### src/rtl/sra_carry_unit.sv
module sra_carry_unit #(
  parameter int WIDTH = 32,
  localparam int CNT_W = $clog2(WIDTH)
) (
  input  logic             clk,
  input  logic             rst_n,
  input  logic             strobe,
  input  logic [WIDTH-1:0] src_word,
  input  logic [CNT_W:0]   reg_amount,
  input  logic [CNT_W-1:0] imm_amount,
  input  logic             use_imm,
  input  logic             record_en,
  output logic             out_valid,
  output logic [WIDTH-1:0] out_word,
  output logic             out_carry,
  output logic [2:0]       out_cond
);

  logic             sign;
  logic             wide;
  logic [CNT_W-1:0] count;
  logic [WIDTH-1:0] lost_mask;
  logic [WIDTH-1:0] shifted;
  logic             carry_n;
  logic [2:0]       cond_n;

  assign sign  = src_word[WIDTH-1];
  assign count = use_imm ? imm_amount : reg_amount[CNT_W-1:0];
  assign wide  = !use_imm && reg_amount[CNT_W];

  always_comb begin
    for (int i = 0; i < WIDTH; i++)
      lost_mask[i] = (i < int'(count));
  end

  assign shifted = wide ? {WIDTH{sign}} : WIDTH'($signed(src_word) >>> count);
  assign carry_n = sign & (wide ? (|src_word) : (|(src_word & lost_mask)));
  assign cond_n  = record_en ? {shifted[WIDTH-1], !shifted[WIDTH-1] && (|shifted), ~|shifted}
                             : 3'b000;

  always_ff @(posedge clk) begin
    if (!rst_n) begin
      out_valid <= 1'b0;
      out_word  <= '0;
      out_carry <= 1'b0;
      out_cond  <= 3'b000;
    end else begin
      out_valid <= strobe;
      if (strobe) begin
        out_word  <= shifted;
        out_carry <= carry_n;
        out_cond  <= cond_n;
      end
    end
  end

endmodule

### config.mk
export PLATFORM = sky130hd
export DESIGN_NAME = sra_carry_unit
export DESIGN_NICKNAME = d
export VERILOG_FILES = /design/src/rtl/sra_carry_unit.sv
export SDC_FILE = /design/constraint.sdc
export NUM_CORES = 1
export LEC_CHECK = 0
export ABC_CLOCK_PERIOD_IN_PS = 2850
export BUFFER_PORTS_ARGS = -buffer_cell sky130_fd_sc_hd__buf_2
export CORE_ASPECT_RATIO = 1.4
export CORE_MARGIN = 2
export CORE_UTILIZATION = 45
export DETAILED_ROUTE_END_ITERATION = 6
export PLACE_DENSITY = 0.82
export SYNTH_ARGS = -nofsm -noshare
export SYNTH_HDL_FRONTEND = slang
export SYNTH_SLANG_ARGS = --single-unit
### constraint.sdc
create_clock -name clk -period 2.85 [get_ports clk]
set_clock_uncertainty 0.05 [all_clocks]
set_input_delay 0.4275 -clock clk [delete_from_list [all_inputs] [get_ports clk]]
set_output_delay 0.4275 -clock clk [all_outputs]
set_load 0.01 [all_outputs]
==> results of run 1 <==
## power groups by stage
stage               Sequential [mW]  Combinational (mW)  Clock, mW
floorplan                     0.609               0.552          0
global placement              0.588                1.11          0
detailed placement            0.591                1.10          0
CTS                           0.580                1.21      0.657
global route                  0.585                1.38      0.671
finish                        0.581                1.31      0.650
## synthesized netlist by cell type, types with 7 or more instances
cell type | n | area [um^2]
nand2_1 | 50 | 187.7
o21ai_0 | 49 | 245.2
nor2_1 | 42 | 157.7
a21oi_1 | 41 | 205.2
dfxtp_1 | 37 | 740.7
mux2i_1 | 34 | 340.3
clkbuf_1 | 26 | 97.59
mux4_2 | 23 | 518.0
nand3_1 | 17 | 85.08
mux2_2 | 12 | 135.1
o22ai_1 | 12 | 75.07
buf_2 | 8 | 40.04
nor3_1 | 8 | 40.04
o221a_2 | 7 | 78.83
## worst max-delay path: stages
cell and delay [ps]:
buf_12 100, buf_12 140, mux2i_4 270, buf_12 140
buf_4 130, mux2i_4 260, mux4_2 300, buf_4 150
buf_4 100, o21a_1 120, nor2_1 40, o21ai_0 280
nand3_1 210, nor3b_2 230, o22ai_1 100
## timing repair
item / 4_1_cts / 5_1_grt
setup buffers: 15 / 6
setup endpoints to repair: 3 / 3
resized for setup: 35 / 31
cloned: 3 / 0
pin swaps: 12 / 9
## cells by family (layout without fill, tap and decap cells)
kind of cell,count (synthesis),count (layout),share of synthesized area (%)
buffers and inverters,42,239,5.327
DFF,37,37,19.83
AOI/OAI and AO/OA,175,175,30.92
muxes,71,74,27.30
and+or+nand+nor,139,139,16.62
## per-layer routing
metal	part of all wire (%)	GRT usage [%]	vias up
li1	-	-	2222
met1	34	44.78	2367
met2	50	68.43	352
met3	6.6	7.131	121
met4	9.5	31.07	0
met5	0	0	-
## per-stage QoR
step	hold WS, ps	power [mW]	worst slack [ps]	cell area, um^2
global placement	410.5	1.694	-561.0	5106
floorplan	440.3	1.161	2.602	3815
detailed placement	414.6	1.695	-584.9	5106
finish	416.4	2.541	-51.57	5778
CTS	414.2	2.447	1.158	5593
global route	439.9	2.634	-110.4	5778
## cell type report
class	instances	area, um^2
multi-input cells	388	3102
clock buffers	6	138.9
repair buffers	229	1624
inverters	2	7.507
fillers	652	2322
well taps	102	127.6
clock inverters	2	37.54
flip-flops and latches	37	740.7
## worst paths after layout
check	cells after the start	to	slack, ps
min reg2reg	1	out_word[15]	430
max	15	out_cond[1]	-50
min	3	out_cond[2]	420
max reg2reg	1	out_word[30]	2090
## registers in the layout (all words and copies together), names as in the netlist
name	count
out_carry	1
out_valid	1
out_word	32
out_cond	3
==> reports/metrics.yaml, run 1 <==
critical_path:
  crit_start: "use_imm"
  cp_data_required_time_ps: 2950
  cp-end-kind: "flip-flop"
  path_max_fanout: 8
  timing.rr.start: "out_word[30]"
  critPathArrivalTime_ps: 3010
  crit_type: "primary input to flip-flop"
  start_kind: "primary input"
power_and_ir_drop:
  p_clk_share_pct: 25.6
  leakagePower_nw: 2.541
  power_frac_seq_pct: 22.8
  p_switching_mw: 0.9177
  powerDensity_nw_per_um2: 439.8
  swShare_pct: 36.12
  comb_power_share_pct: 51.6
  ir_drop_v: 0.0005334
  p_int_mw: 1.623
route:
  drt_first_pass_iters: 7
  vias: 5062
  drc: 0
  drtAntennaViolNets: 0
  viasPerCell: 6.608
  drt_iter0_markers: 464
  wirelength_um: 18060
  wl_per_cell_um: 23.57
timing:
  min_period_ps: 2902
  setup_ws_ps: -51.57
  setup_viol: 1
  max-slew-margin-rel_pct: 53.22
  finalMaxSlewViolations: 0
  rsz0062_at_grt: "true"
  worst_pin_slew_ps: 694.4
  finalCritPeriodShare_pct: 101.8
  finalHoldViolCount: 0
  fmax_ghz: 0.3446
  tns_ps: -51.57
finish:
  final_cell_mix: "buf_4 (131), buf_2 (83), nand2_1 (50)"
  fin_util_pct: 71.33
  fin_nets: 711
  area_growth_pct: 54.71
  final_cells: 766
  antennaDiodeCount: 0
  final_common_cell: "buf_4"
  drive_gt1_share_pct: 47.74
placed_design:
  dp.cells: 735
  portBuffers: 84
  gp_congestion: 1.025
  dpl.hpwl_um: 13100
clock_network:
  htreeDepth: 2
  cts_sinks: 37
  clk_latency_ps: 280
  clk_pin_slew_worst_paths_ps: 60
  cts_tree: "yes"
  postCtsHoldBufs: 0
  cts_made_buffers: 5
  cts_root_buffer: "clkbuf_16"
  clk_path_buf_depth: 2
logic_synthesis:
  synth-edff-count: 0
  synth_seq_cells: 37
  async_flop_share_pct: 0
  yosysSeqAreaShare_pct: 19.83
  avgSynthCellArea_um2: 8.049
  syn-cell-area_um2: 3735
  synthesis.nets: 512
  synth_cell_types: 58
  synth-main-ff-cell: "dfxtp_1"
  yosys_warnings: 0
  syn_inst: 464
floorplanning:
  num_rows: 39
  ioPinCount: 85
  fp.dieW_um: 81.00
  die_area_um2: 9055
  start_util_pct: 46.11
  placeableCoreArea_um2: 8100
  die_y_um: 111.8
global_routing:
  grt_pass1_vias: 4994
  grtUsageTotal_pct: 40.94
  grt_max_degree: 43
  grt_overflow: 0
  antenna_found_initial: 0
  grt_pass1_wl_um: 27700
status:
  violations: "negative setup slack"
  outcome: "finished, violations left"
hold_path:
  min_from: "record_en"
  hp-class: "primary input to flip-flop"
flow_run:
  drv_cap: 0
(Power assumes the default switching activity.)
==> inputs of run 2 (changes only) <==
--- a/config.mk
+++ b/config.mk
@@ -7,11 +7,12 @@
 export LEC_CHECK = 0
 export ABC_CLOCK_PERIOD_IN_PS = 2850
 export BUFFER_PORTS_ARGS = -buffer_cell sky130_fd_sc_hd__buf_2
-export CORE_ASPECT_RATIO = 1.4
+export CORE_ASPECT_RATIO = 0.7
 export CORE_MARGIN = 2
 export CORE_UTILIZATION = 45
 export DETAILED_ROUTE_END_ITERATION = 6
 export PLACE_DENSITY = 0.82
+export RECOVER_POWER = 100
 export SYNTH_ARGS = -nofsm -noshare
 export SYNTH_HDL_FRONTEND = slang
 export SYNTH_SLANG_ARGS = --single-unit
==> run 2 against run 1 <==
Effect of this change:
- the run ends with design-rule violations, negative setup slack left
- die area is essentially flat
- via count is 0.20% higher
- utilization fell by 1.1 points
- critical path depth shrank 4
- maximum frequency is 2.4% lower
- combinational power decreased by 4%
- critical endpoint is now out_cond[0]
- largest cell class unchanged
==> reports/metrics.yaml, run 2 (synthesis gave the netlist of run 1 again) <==
route:
  wirelength_um: 17470
  drtAntennaViolNets: 0
  drc: 8
  vias: 5072
  drt_first_pass_iters: 7
  drt_iter0_markers: 667
  viasPerCell: 6.536
  wl_per_cell_um: 22.52
clock_network:
  cts_sinks: 37
  htreeDepth: 2
  cts_tree: "yes"
  cts_made_buffers: 5
  clk_pin_slew_worst_paths_ps: 60
  postCtsHoldBufs: 0
  cts_root_buffer: "clkbuf_16"
  clk_latency_ps: 280
  clk_path_buf_depth: 2
global_routing:
  grt_overflow: 0
  grt_pass1_vias: 4670
  antenna_found_initial: 0
  gr-usage-met1_pct: 56.74
  grt_max_degree: 43
  grt_pass1_wl_um: 26190
  grtUsageTotal_pct: 37.73
  met2_usage_pct: 52.77
  top_usage_layer: "met1"
  use_met3_pct: 10.87
floorplanning:
  start_util_pct: 46.85
  placeableCoreArea_um2: 7973
  fp.dieW_um: 112.9
  ioPinCount: 85
  num_rows: 27
  die_y_um: 80.22
  die_area_um2: 9056
finish:
  largest-register: "out_word"
  final_common_cell: "buf_4"
  fin_area_um2: 5595
  fin_util_pct: 70.18
  fin_nets: 722
  largest_register_ffs: 32
  antennaDiodeCount: 0
  area_growth_pct: 49.82
  final_cells: 776
  reg.largest.list: "out_word: 32 flops, out_cond: 3 flops"
  n_fill_cell: 678
  final_cell_mix: "buf_4 (151), nand2_1 (50), o21ai_0 (46)"
  drive_gt1_share_pct: 41.48
hold_path:
  min_from: "record_en"
  hp-class: "primary input to flip-flop"
placed_design:
  portBuffers: 84
  dp_slack_ps: -570.6
  gp_congestion: 1.056
  dpl.hpwl_um: 13040
  dp.cells: 746
  dpl-instance-area_um2: 5170
critical_path:
  timing.rr.start: "out_word[12]"
  crit_chain: "buf_2 -> mux2_4 -> buf_4 -> mux4_2 -> a222oi_1 -> o22ai_2 -> nor4_2 -> nand2_1 -> o31ai_2 -> nand4_1 -> o31ai_2"
  cpMostUsedCell: "o31ai_2"
  crit_start: "reg_amount[0]"
  crit_type: "primary input to flip-flop"
  start_kind: "primary input"
  path_max_fanout: 6
  slowest_delay_ps: 430
  reg2reg_slack_ps: 2100
  cp-end-kind: "flip-flop"
  crit_slowest_cell: "mux4_2"
  critPathArrivalTime_ps: 3120
  cp_data_required_time_ps: 3000
power_and_ir_drop:
  fin_total_pwr_mw: 2.387
  power_frac_seq_pct: 24.3
  swShare_pct: 37.94
  powerDensity_nw_per_um2: 426.6
  comb_power_share_pct: 52.9
  p_switching_mw: 0.9056
  p_int_mw: 1.481
  p_clk_share_pct: 22.7
  leakagePower_nw: 2.402
  ir_drop_v: 0.0002508
status:
  violations: "design-rule violations, negative setup slack"
  outcome: "finished, violations left"
timing:
  min_period_ps: 2974
  setup_viol: 2
  finalMaxSlewViolations: 0
  tns_ps: -213.6
  rsz0062_at_grt: "true"
  fmax_ghz: 0.3362
  setup_ws_ps: -124.2
  finalCritPeriodShare_pct: 104.4
  hold_ws_ps: 432.9
  finalHoldViolCount: 0
  worst_pin_slew_ps: 650.3
  max-slew-margin-rel_pct: 56.65
flow_run:
  drv_cap: 0
==> run 2: critical path, delay by kind of cell <==
kind,cells,cell delay (ps)
AOI/OAI and AO/OA,4,1130
muxes,2,780
and+or+nand+nor,3,450
buffers and inverters,2,340
==> run 2: cell type report <==
| class | count | area (um^2) | share of cell area, % |
|---|---|---|---|
| multi-input combinational | 387 | 2967 | 53.02 |
| inverter | 2 | 7.507 | 0.1342 |
| clock buffer | 6 | 128.9 | 2.303 |
| tap | 101 | 126.4 | 2.258 |
| timing repair buffer | 241 | 1615 | 28.87 |
| clock inverter | 2 | 10.01 | 0.1789 |
| sequential | 37 | 740.7 | 13.24 |
==> run 2: final timing paths <==
path / endpoint / depth (start not counted)
hold / removal: out_cond[2] / 3
setup / recovery: out_cond[0] / 11
setup reg to reg: out_word[12] / 1
hold reg to reg: out_word[0] / 1
==> run 2: timing repair <==
action,in CTS,in global routing
gates cloned,2,1
endpoints found under the setup margin,4,5
pin swaps,4,11
buffers inserted,3,16
endpoints found under the hold margin,0,0
resized for setup,18,20
==> run 2: power groups by stage <==
stage / clock network (mW) / registers [mW] / logic (mW)
after global routing: 0.574 / 0.585 / 1.33
after floorplan: 0 / 0.609 / 0.552
after CTS: 0.543 / 0.579 / 1.16
after detailed placement: 0 / 0.590 / 1.11
final: 0.542 / 0.581 / 1.26
after global placement: 0 / 0.587 / 1.11
==> run 2: routing by layer <==
layer  part of all wire (%)  wire (um)  vias up
met2                     40       7052      394
met5                      0          0        -
met3                     15       2645       42
met4                    1.7        291        0
li1                       -          -     2243
met1                     43       7484     2393
==> inputs of run 3 (changes only) <==
--- a/config.mk
+++ b/config.mk
@@ -13,6 +13,8 @@
 export DETAILED_ROUTE_END_ITERATION = 6
 export PLACE_DENSITY = 0.82
 export RECOVER_POWER = 100
+export REMOVE_ABC_BUFFERS = 1
+export SETUP_SLACK_MARGIN = 0.5
 export SYNTH_ARGS = -nofsm -noshare
 export SYNTH_HDL_FRONTEND = slang
 export SYNTH_SLANG_ARGS = --single-unit
==> run 3 against run 2 <==
Effect of this change:
- the run still ends with design-rule violations, negative setup slack left
- count of clock-buffer cells in the layout down 1
- cell area up 13%
- sequential share of layout area shrank 1.5 points
- cell count grew 1.9%
- clock power is 33% higher
- maximum frequency up 1.3%
- critical endpoint unchanged
- highest routed layer unchanged
==> reports/metrics.yaml, run 3 (synthesis gave the netlist of run 1 again) <==
power_and_ir_drop:
  fin_total_pwr_mw: 2.809
  powerDensity_nw_per_um2: 445.5
  leakagePower_nw: 2.638
  ir_drop_v: 0.0003942
placed_design:
  dp_slack_ps: -564.3
  portBuffers: 84
  dpl-instance-area_um2: 4964
  dp.cells: 722
  gp_congestion: 1.068
  dpl.hpwl_um: 11740
hold_path:
  hp-class: "primary input to flip-flop"
  min_from: "record_en"
  min_to: "out_cond[0]"
  hold_depth: 3
route:
  drc: 40
  drt_first_pass_iters: 7
  viasPerCell: 7.073
  vias: 5595
  wl_per_cell_um: 24.29
  wirelength_um: 19210
  drtAntennaViolNets: 0
  drt_iter0_markers: 1022
timing:
  finalMaxSlewViolations: 0
  setup_viol: 2
  hold_ws_ps: 423.7
  worst_pin_slew_ps: 1342
  rsz0062_at_grt: "true"
  finalCritPeriodShare_pct: 103.0
  tns_ps: -121.6
  min_period_ps: 2935
  setup_ws_ps: -85.11
  fmax_ghz: 0.3407
  finalHoldViolCount: 0
  max-slew-margin-rel_pct: 9.959
finish:
  reg.largest.list: "out_word: 32 flops, out_cond: 3 flops"
  final_common_cell: "buf_4"
  area_growth_pct: 68.81
  largest_register_ffs: 32
  antennaDiodeCount: 0
  fin_nets: 737
  final_cells: 791
  final_cell_mix: "buf_4 (141), buf_2 (44), nand2_1 (43)"
  largest-register: "out_word"
  fin_util_pct: 79.08
  fin_area_um2: 6305
  drive_gt1_share_pct: 51.74
global_routing:
  grtUsageTotal_pct: 36.51
  grt_max_degree: 43
  grt_pass1_wl_um: 25780
  grt_overflow: 0
  grt_pass1_vias: 4751
  antenna_found_initial: 0
status:
  violations: "design-rule violations, negative setup slack"
  outcome: "finished, violations left"
critical_path:
  timing.rr.start: "out_word[17]"
  start_kind: "primary input"
  regToRegEndpoint: "out_word[17]"
  reg2reg_slack_ps: 2070
  crit_type: "primary input to flip-flop"
  cp-end-kind: "flip-flop"
  path_max_fanout: 6
  ff2ff_path_depth: 2
  crit_slowest_cell: "mux4_2"
  cp_data_required_time_ps: 3010
  slowest_delay_ps: 450
  crit_chain: "buf_12 -> buf_4 -> mux2_4 -> mux4_2 -> nor2_1 -> o21ai_2 -> nand3b_1 -> o41ai_2 -> nand4_1 -> buf_4 -> o31ai_2"
  critPathArrivalTime_ps: 3090
  cpMostUsedCell: "buf_4"
clock_network:
  cts_tree: "yes"
  clk_pin_slew_worst_paths_ps: 60
  htreeDepth: 2
  clk_path_buf_depth: 2
  cts_made_buffers: 5
  cts_sinks: 37
  clk_latency_ps: 290
  cts_root_buffer: "clkbuf_16"
floorplanning:
  start_util_pct: 46.85
  die_area_um2: 9056
  num_rows: 27
  placeableCoreArea_um2: 7973
  ioPinCount: 85
  die_y_um: 80.22
  fp.dieW_um: 112.9
flow_run:
  drv_cap: 0
## run 3: cell count changes in the layout (fill, tap and decap cells not counted), moves of 5 or more
cell     before  now
nor2_1       39   33
o21ai_2       0    6
mux2_4        4    9
o21ai_0      46   32
buf_6         3   20
a21oi_2       0    9
o21ai_1       4   12
mux2i_1      24   17
nand2_2       0    5
buf_4       151  141
a21oi_1      41   31
nand2_1      50   43
## run 3: how the worst max path moves through the flow
stage,start,end,depth (start not counted)
after floorplan,use_imm,out_cond[1],9
after global placement,use_imm,out_cond[1],11
after detailed placement,use_imm,out_cond[1],11
after CTS,use_imm,out_cond[0],13
after global routing,use_imm,out_cond[1],11
final,use_imm,out_cond[0],11
## run 3: final cells by class
class                      count  area, um^2
fill                         497        1668
clock buffer                   5       125.1
clock inverter                 3       65.06
multi-input combinational    389        3408
inverter                       2       7.507
sequential                    37       740.7
tap                          101       126.4
timing repair buffer         254        1832
## run 3: timing repair
action | in CTS | in global routing
cloned | 3 | 3
hold buffers | 0 | 0
setup endpoints to repair | 34 | 33
resized for setup | 54 | 115
pin swaps | 14 | 35
buffers inserted | 16 | 39
## run 3: worst max-delay path, delay by kind of cell
kind | cells | cell delay (ps)
multiplexers | 2 | 800
buffers and inverters | 3 | 460
AO/OA/AOI/OAI | 3 | 720
AND/OR/NAND/NOR | 3 | 680
## run 3: power by group
group          internal, mW  switching [mW]  total, mW
clock                 0.500           0.221      0.721
sequential            0.560          0.0241      0.584
combinational         0.721           0.783       1.50
total                  1.78            1.03       2.81
## run 3: per-layer routing
metal  vias to the layer above  part of all wire [%]  track usage [%]
li1                       2270                     -                -
met1                      2641                    38            49.86
met2                       557                    42            55.48
met3                       127                    15            12.91
met4                         0                   4.8            8.780
met5                         -                     0                0
